<file path="config.mk">
export PLATFORM = sky130hd
export DESIGN_NAME = usb_hc_cmdstat
export DESIGN_NICKNAME = d
export VERILOG_FILES = /design/src/rtl/usbhc_cmd_pkg.sv /design/src/rtl/usbhc_ovr_counter.sv /design/src/rtl/usbhc_own_req.sv /design/src/rtl/usbhc_low_bits.sv /design/src/rtl/usb_hc_cmdstat.sv
export SDC_FILE = /design/constraint.sdc
export NUM_CORES = 1
export LEC_CHECK = 0
export BUFFER_PORTS_ARGS = -buffer_cell sky130_fd_sc_hd__clkbuf_2
export CAP_MARGIN = 20
export CORE_MARGIN = 2
export CORE_UTILIZATION = 25
export DETAILED_ROUTE_END_ITERATION = 8
export GPL_TIMING_DRIVEN = 1
export PLACE_DENSITY = 0.85
export REMOVE_ABC_BUFFERS = 1
export SYNTH_ARGS = -nofsm -noshare
export SYNTH_HDL_FRONTEND = slang
export SYNTH_SLANG_ARGS = --single-unit
export TNS_END_PERCENT = 30
</file>
<file path="constraint.sdc">
create_clock -name clk -period 0.8 [get_ports clk]
set_clock_uncertainty 0.05 [all_clocks]
set_input_delay 0 -clock clk [delete_from_list [all_inputs] [get_ports clk]]
set_output_delay 0 -clock clk [all_outputs]
set_load 0.02 [all_outputs]
</file>
<file path="src/rtl/usbhc_cmd_pkg.sv">
// Package: field positions and widths of the command/status word.
// Assumes a 32-bit register with the counter and request bits at fixed places.
package usbhc_cmd_pkg;
    localparam int REG_W   = 32;
    localparam int CNT_W   = 2;
    localparam int CNT_LSB = 16;
    localparam int OWN_BIT = 3;
    localparam int LOW_W   = 3;
endpackage

</file>
<file path="src/rtl/usbhc_ovr_counter.sv">
// Overrun detector and wrapping counter.
// Assumes eof_stb is a single-cycle strobe; list_done is valid whenever eof_stb is high.
module usbhc_ovr_counter #(
    parameter int CNT_W = 2
) (
    input  logic             clk,
    input  logic             rst_n,
    input  logic             eof_stb,
    input  logic             list_done,
    output logic [CNT_W-1:0] cnt,
    output logic             ovr_pulse
);
    logic overrun;

    // Detect an unfinished schedule at end of frame.
    always_comb overrun = eof_stb && !list_done;

    // Advance the counter (natural wrap) and register the interrupt request.
    always_ff @(posedge clk) begin
        if (!rst_n) begin
            cnt       <= '0;
            ovr_pulse <= 1'b0;
        end else begin
            if (overrun) cnt <= cnt + 1'b1;
            ovr_pulse <= overrun;
        end
    end

    a_r3_count_step: assert property (@(posedge clk) disable iff (!rst_n)
        (eof_stb && !list_done) |=> (cnt == CNT_W'($past(cnt) + 1'b1)));
    a_r6_count_hold: assert property (@(posedge clk) disable iff (!rst_n)
        !(eof_stb && !list_done) |=> $stable(cnt));
    a_r5_pulse_cause: assert property (@(posedge clk) disable iff (!rst_n)
        ovr_pulse |-> $past(eof_stb && !list_done));
endmodule

</file>
<file path="src/rtl/usbhc_own_req.sv">
// Ownership-change request bit with a rising-edge interrupt request.
// Assumes own_done is a handshake from the controller; a new write request wins over it.
module usbhc_own_req (
    input  logic clk,
    input  logic rst_n,
    input  logic set_req,
    input  logic own_done,
    output logic own_q,
    output logic own_pulse
);
    logic own_d;

    // Next request state: a write sets it, completion clears it, setting wins.
    always_comb begin
        own_d = own_q;
        if (own_done) own_d = 1'b0;
        if (set_req)  own_d = 1'b1;
    end

    // Hold the bit and pulse once when it turns on.
    always_ff @(posedge clk) begin
        if (!rst_n) begin
            own_q     <= 1'b0;
            own_pulse <= 1'b0;
        end else begin
            own_q     <= own_d;
            own_pulse <= own_d && !own_q;
        end
    end

    a_r7_single_pulse: assert property (@(posedge clk) disable iff (!rst_n)
        own_pulse |-> (own_q && !$past(own_q)));
    a_r8_done_clears: assert property (@(posedge clk) disable iff (!rst_n)
        (own_done && !set_req) |=> !own_q);
endmodule

</file>
<file path="src/rtl/usbhc_low_bits.sv">
// Generic set-only command bits with per-bit external clear.
// Assumes a write of one and a clear of the same bit in one cycle resolve to set.
module usbhc_low_bits #(
    parameter int LOW_W = 3
) (
    input  logic             clk,
    input  logic             rst_n,
    input  logic [LOW_W-1:0] set_mask,
    input  logic [LOW_W-1:0] clr_mask,
    output logic [LOW_W-1:0] bits_q
);
    for (genvar i = 0; i < LOW_W; i++) begin : g_bit
        // Per-bit storage: set has priority over clear.
        always_ff @(posedge clk) begin
            if (!rst_n)           bits_q[i] <= 1'b0;
            else if (set_mask[i]) bits_q[i] <= 1'b1;
            else if (clr_mask[i]) bits_q[i] <= 1'b0;
        end

        a_r9_clear: assert property (@(posedge clk) disable iff (!rst_n)
            (clr_mask[i] && !set_mask[i]) |=> !bits_q[i]);
        a_r2_set: assert property (@(posedge clk) disable iff (!rst_n)
            set_mask[i] |=> bits_q[i]);
    end
endmodule

</file>
<file path="src/rtl/usb_hc_cmdstat.sv">
// Top: USB host command/status word, write-one-to-set, read anytime.
// Assumes rd_data is sampled by the bus directly; reserved fields are tied to zero.
module usb_hc_cmdstat
    import usbhc_cmd_pkg::*;
(
    input  logic              clk,
    input  logic              rst_n,
    input  logic              wr_en,
    input  logic [REG_W-1:0]  wr_data,
    output logic [REG_W-1:0]  rd_data,
    input  logic              eof_stb,
    input  logic              list_done,
    input  logic              own_done,
    input  logic [LOW_W-1:0]  low_clr,
    output logic [LOW_W-1:0]  low_cmd,
    output logic              ovr_irq_set,
    output logic              own_irq_set
);
    logic [CNT_W-1:0] cnt;
    logic             own_q;
    logic [LOW_W-1:0] low_set;

    // Decode write-one-to-set masks for the low command bits.
    always_comb low_set = wr_en ? wr_data[LOW_W-1:0] : '0;

    usbhc_ovr_counter #(.CNT_W(CNT_W)) u_ovr (
        .clk(clk), .rst_n(rst_n), .eof_stb(eof_stb), .list_done(list_done),
        .cnt(cnt), .ovr_pulse(ovr_irq_set));

    usbhc_own_req u_own (
        .clk(clk), .rst_n(rst_n), .set_req(wr_en && wr_data[OWN_BIT]),
        .own_done(own_done), .own_q(own_q), .own_pulse(own_irq_set));

    usbhc_low_bits #(.LOW_W(LOW_W)) u_low (
        .clk(clk), .rst_n(rst_n), .set_mask(low_set), .clr_mask(low_clr),
        .bits_q(low_cmd));

    // Assemble the read word; unlisted fields read zero.
    always_comb begin
        rd_data = '0;
        rd_data[CNT_LSB +: CNT_W] = cnt;
        rd_data[OWN_BIT]          = own_q;
        rd_data[LOW_W-1:0]        = low_cmd;
    end

    a_r1_reset_clean: assert property (@(posedge clk)
        !rst_n |=> (rd_data == '0 && !ovr_irq_set && !own_irq_set));
endmodule

</file>
Word level (Yosys, flattened, before mapping)

Cells that the tools add are included.

Equality and inequality tests: 0
Mux-type cells: 9
Reduce and logical (&&, ||, !) cells: 8
Multipliers: 0
$lt $le $gt $ge: 0
Div/mod/pow operators: 0
Bitwise logic cells: 0
Add/subtract/negate cells: 1
Shift operators: 0

Operators by type and width:

| operator                                                       | number |
|---|---|
| 1-bit 2-to-1 mux                                               | 8 |
| 2-bit nonzero test                                             | 3 |
| 1-bit logical AND                                              | 3 |
| 3-bit 2-to-1 mux                                               | 1 |
| 2-bit by 1-bit adder with 2-bit output (second input constant) | 1 |
| 1-bit logical NOT                                              | 2 |

Output and inout port bits: 37
Logic and storage cells: 25
Bits in latches: 0
Memories: 0
Bits in read-only memories: 0
Register bits: 8
Bits in writable memories: 0

Logic depth before layout (Yosys ltp)

Word-level depth: 3
Gate-level depth with buffers: 3
Depth with buffers taken out: 3

Modules after synthesis

A second synthesis with hierarchy kept.

Cell total of the unflattened synthesis: 60
Area total of the unflattened synthesis: 551.8 um2

By module, submodules not included:

| module            | instances | cells an instance | seq. area each (um2) | area an instance (um2) |
|---|---|---|---|---|
| usb_hc_cmdstat    | 1         | 35                | 0.0                  | 254.0 |
| usbhc_low_bits    | 1         | 9                 | 60.1                 | 123.9 |
| usbhc_ovr_counter | 1         | 10                | 60.1                 | 112.6 |
| usbhc_own_req     | 1         | 6                 | 40.0                 | 61.3 |

Worst setup path before layout

OpenSTA, ideal clock, no wires.

Path type: register to register
Start point: register u_ovr.cnt[0]
End point: register u_ovr.cnt[1]
Data arrival time: 0.836 ns
Setup slack: -0.201 ns
Buffers on the path: 0
Setup time: 0.115 ns
Data required time: 0.635 ns
Clock period less this slack: 1.001 ns
Stages on the path, launching flop included: 4
Cell sequence: dfxtp_1 -> nand3b_1 -> xnor2_1 -> and2_1

Cells in the longest elaborated chain, start to end: 1

Ends and longest elaborated chain:

| item                                   | RTL line                | RTL |
|---|---|---|
| start: declaration                     | usbhc_ovr_counter.sv:10 | `output logic [CNT_W-1:0] cnt,` |
| start signal: assignment               | usbhc_ovr_counter.sv:24 | `if (overrun) cnt <= cnt + 1'b1;` |
| 2-bit by 1-bit adder with 2-bit output | usbhc_ovr_counter.sv:24 |  |

No other way between the ends.
A chain may end at the register's enable or synchronous reset.

Worst setup path after layout

Ends and elaborated chain as after synthesis.

==> metrics.txt <==
synth top area cells buf_4, dfxtp_1, a21boi_0, nand2b_1, nand2_1; TritonCTS Buffers 3; antenna cells 0; Max-cap violations 0; initial antenna violation count 0; row cnt 16; fraction of layout cells with a size suffix above 1 36.36%; CTS tree done; Crit Path Class flip-flop to flip-flop; area grow syn2layout 32.05%; RSZ-0062 raised after global routing true; cell area after synthesis 519.2 um^2; Worst R2R End u_ovr.cnt[1]; DRT iter0 DRCs 1; port bufs 23; setup bufs post-CTS 0; die area 0.002458 mm^2; slowest CP cell dfxtp_2; Yosys warnings 0; GRT overflow 0; CP Data Required Time 0.89 ns; pwr dens 1509 mW/mm^2; core area 0.001962 mm^2; Worst Hold Class input pin to flip-flop; outcome finished with violations; CTS max path bufs 2; R2R depth 3; fin crit share 105.2%; gpl congestion 0.6587; failing checks hold timing, setup timing; Comb pwr share 28.9%; Post-Synthesis Mean Instance Area 8.801 um^2; Peak Freq 1188 MHz; setup ws final -0.04184 ns; Seq/Total Area, Yosys 30.84%; Final Hold Fails 1; max incr delay on CP 0.34 ns; drt pass-1 iters 2; global-route wire length before repair 1.407 mm; CTS HTree Levels 1; Hold Buf Count CTS 8; hold slack -0.01740 ns; Worst VDD drop 0.7875 mV; drt drc 0; flop-to-flop setup slack -0.04 ns; Pint 702.6 uW; crit-path cells nand3b_1 -> xnor2_1 -> and2_1; hold path start low_clr[1]; P_leak 0.0003592 uW; post-synth top area share 43.37%; Initial Util 26.47%; largest net degree at the start of global routing 9; Sw Ratio 32.08%; register share of total power 42.3%; worst r2r src u_ovr.cnt[0]; CP arrival 0.93 ns; overall power 1034 uW; clk_lat worst skew 0.25 ns; Max Slew Vio Count 0; # nets final 131; final setup vio count 3; Yosys top cell by area buf_4; clock root buffer clkbuf_4; CP startpoint kind flip-flop; Synth Instances 59; Min-Delay Endpoint u_low.bits_q[1]; Netlist cell types 13; Chip Height 49.58 um; via count 376; num ports 78; Tot GR Track Use 7.878%; fin crit period 0.8418 ns; post-route ant nets 0; clock slew at reported path FFs 0.05 ns; chip width 49.58 um; Min-Delay Path Depth 3; Seq cells post-synth 8; vias in the first global route 342; dpl ws -0.09303 ns; vias per cell 3.270; # clock sinks 8; CP Max Fanout 3; Avg WL per Cell 8.243 um; Critical Path Sink Type flip-flop; HPWL Detailed 701.7 um; part of the power in the clock network 28.8%; fin util 34.95%; TNS Setup -0.06745 ns; total net switching power 331.9 uW; final WL 948 um
## cells by family (layout without fill, tap and decap cells)
family                    Yosys count  after routing  share of synthesized area [%]
xor gates and xnor gates            2              2                          3.374
AOI/OAI and AO/OA                   4              4                          5.783
buffers and inverters              30             34                          43.37
and+or+nand+nor                    14             14                          15.90
DFF                                 8              8                          30.84
other                               1             26                         0.7222
## how the worst max path moves through the flow
stage                             from      endpoint  slack, ns  cells past startpoint
after floorplan           u_ovr.cnt[0]  u_ovr.cnt[1]      -0.20                      3
after global placement    u_ovr.cnt[0]  u_ovr.cnt[1]      -0.06                      3
after detailed placement  u_ovr.cnt[0]  u_ovr.cnt[1]      -0.09                      3
after CTS                 u_ovr.cnt[0]  u_ovr.cnt[1]      -0.05                      3
after global routing      u_ovr.cnt[0]  u_ovr.cnt[1]      -0.09                      3
final                     u_ovr.cnt[0]  u_ovr.cnt[1]      -0.04                      3
## sequential cells by signal, summed over array words and instances (netlist names)
register / flops
u_ovr.ovr_pulse: 1
u_ovr.cnt: 2
u_low.bits_q: 3
u_own.own_pulse: 1
u_own.own_q: 1
## placed cells by master, fill, tap and decap left out
master / n
dfxtp_1: 3
buf_2: 1
conb_1: 26
clkbuf_4: 5
dfxtp_2: 4
nand2_1: 4
buf_4: 4
and2_1: 2
dfxtp_4: 1
buf_6: 2
nand2b_1: 4
clkbuf_2: 13
buf_8: 1
a21boi_0: 2
dlygate4sd3_1: 8
and2_2: 1
nor3b_1: 1
nand3b_1: 1
and2b_1: 1
xor2_1: 1
a21boi_1: 2
xnor2_1: 1
## cell usage after synthesis
library cell	instances
and2_2	1
and2_1	2
dfxtp_1	8
nand2b_1	4
nand3b_1	1
nor3b_1	1
conb_1	1
and2b_1	1
xnor2_1	1
nand2_1	4
a21boi_0	4
xor2_1	1
buf_4	30
## metal layers
metal	up-vias	global-route usage, %	part of all wire [%]
met1	166	6.157	32
met3	0	5.758	9.6
met4	0	1.389	0
met5	-	0	0
met2	24	15.33	59
li1	186	-	-
## critical path: cells and delay by family (launching register included)
kind	cells	cell delay [ns]
DFF	1	0.34
xor gates and xnor gates	1	0.13
and+or+nand+nor	2	0.22
## power groups by stage
stage	clock network, uW	logic [uW]	registers (uW)
finish	298	299	438
global placement	0	240	442
floorplan	0	139	479
detailed placement	0	244	443
global route	350	320	441
CTS	319	289	436
## layout make-up
| class | instances | area (um^2) |
|---|---|---|
| Multi-Input combinational cell | 46 | 227.7 |
| Sequential cell | 8 | 168.9 |
| Clock buffer | 3 | 22.52 |
| Tap cell | 27 | 33.78 |
| Timing Repair Buffer | 31 | 232.7 |
| Fill cell | 209 | 1276 |
## metrics by stage
stage | area [um^2] | instances
finish | 685.7 | 115
global route | 685.7 | 115
CTS | 670.6 | 115
detailed placement | 536.8 | 104
global placement | 536.8 | 104
floorplan | 387.9 | 54
## timing repair
action	in CTS	in global routing
pin swaps	3	1
hold endpoints to repair	5	1
gates resized for setup	12	16
setup endpoints to repair	10	14
Power figures use the tool's default switching activity.
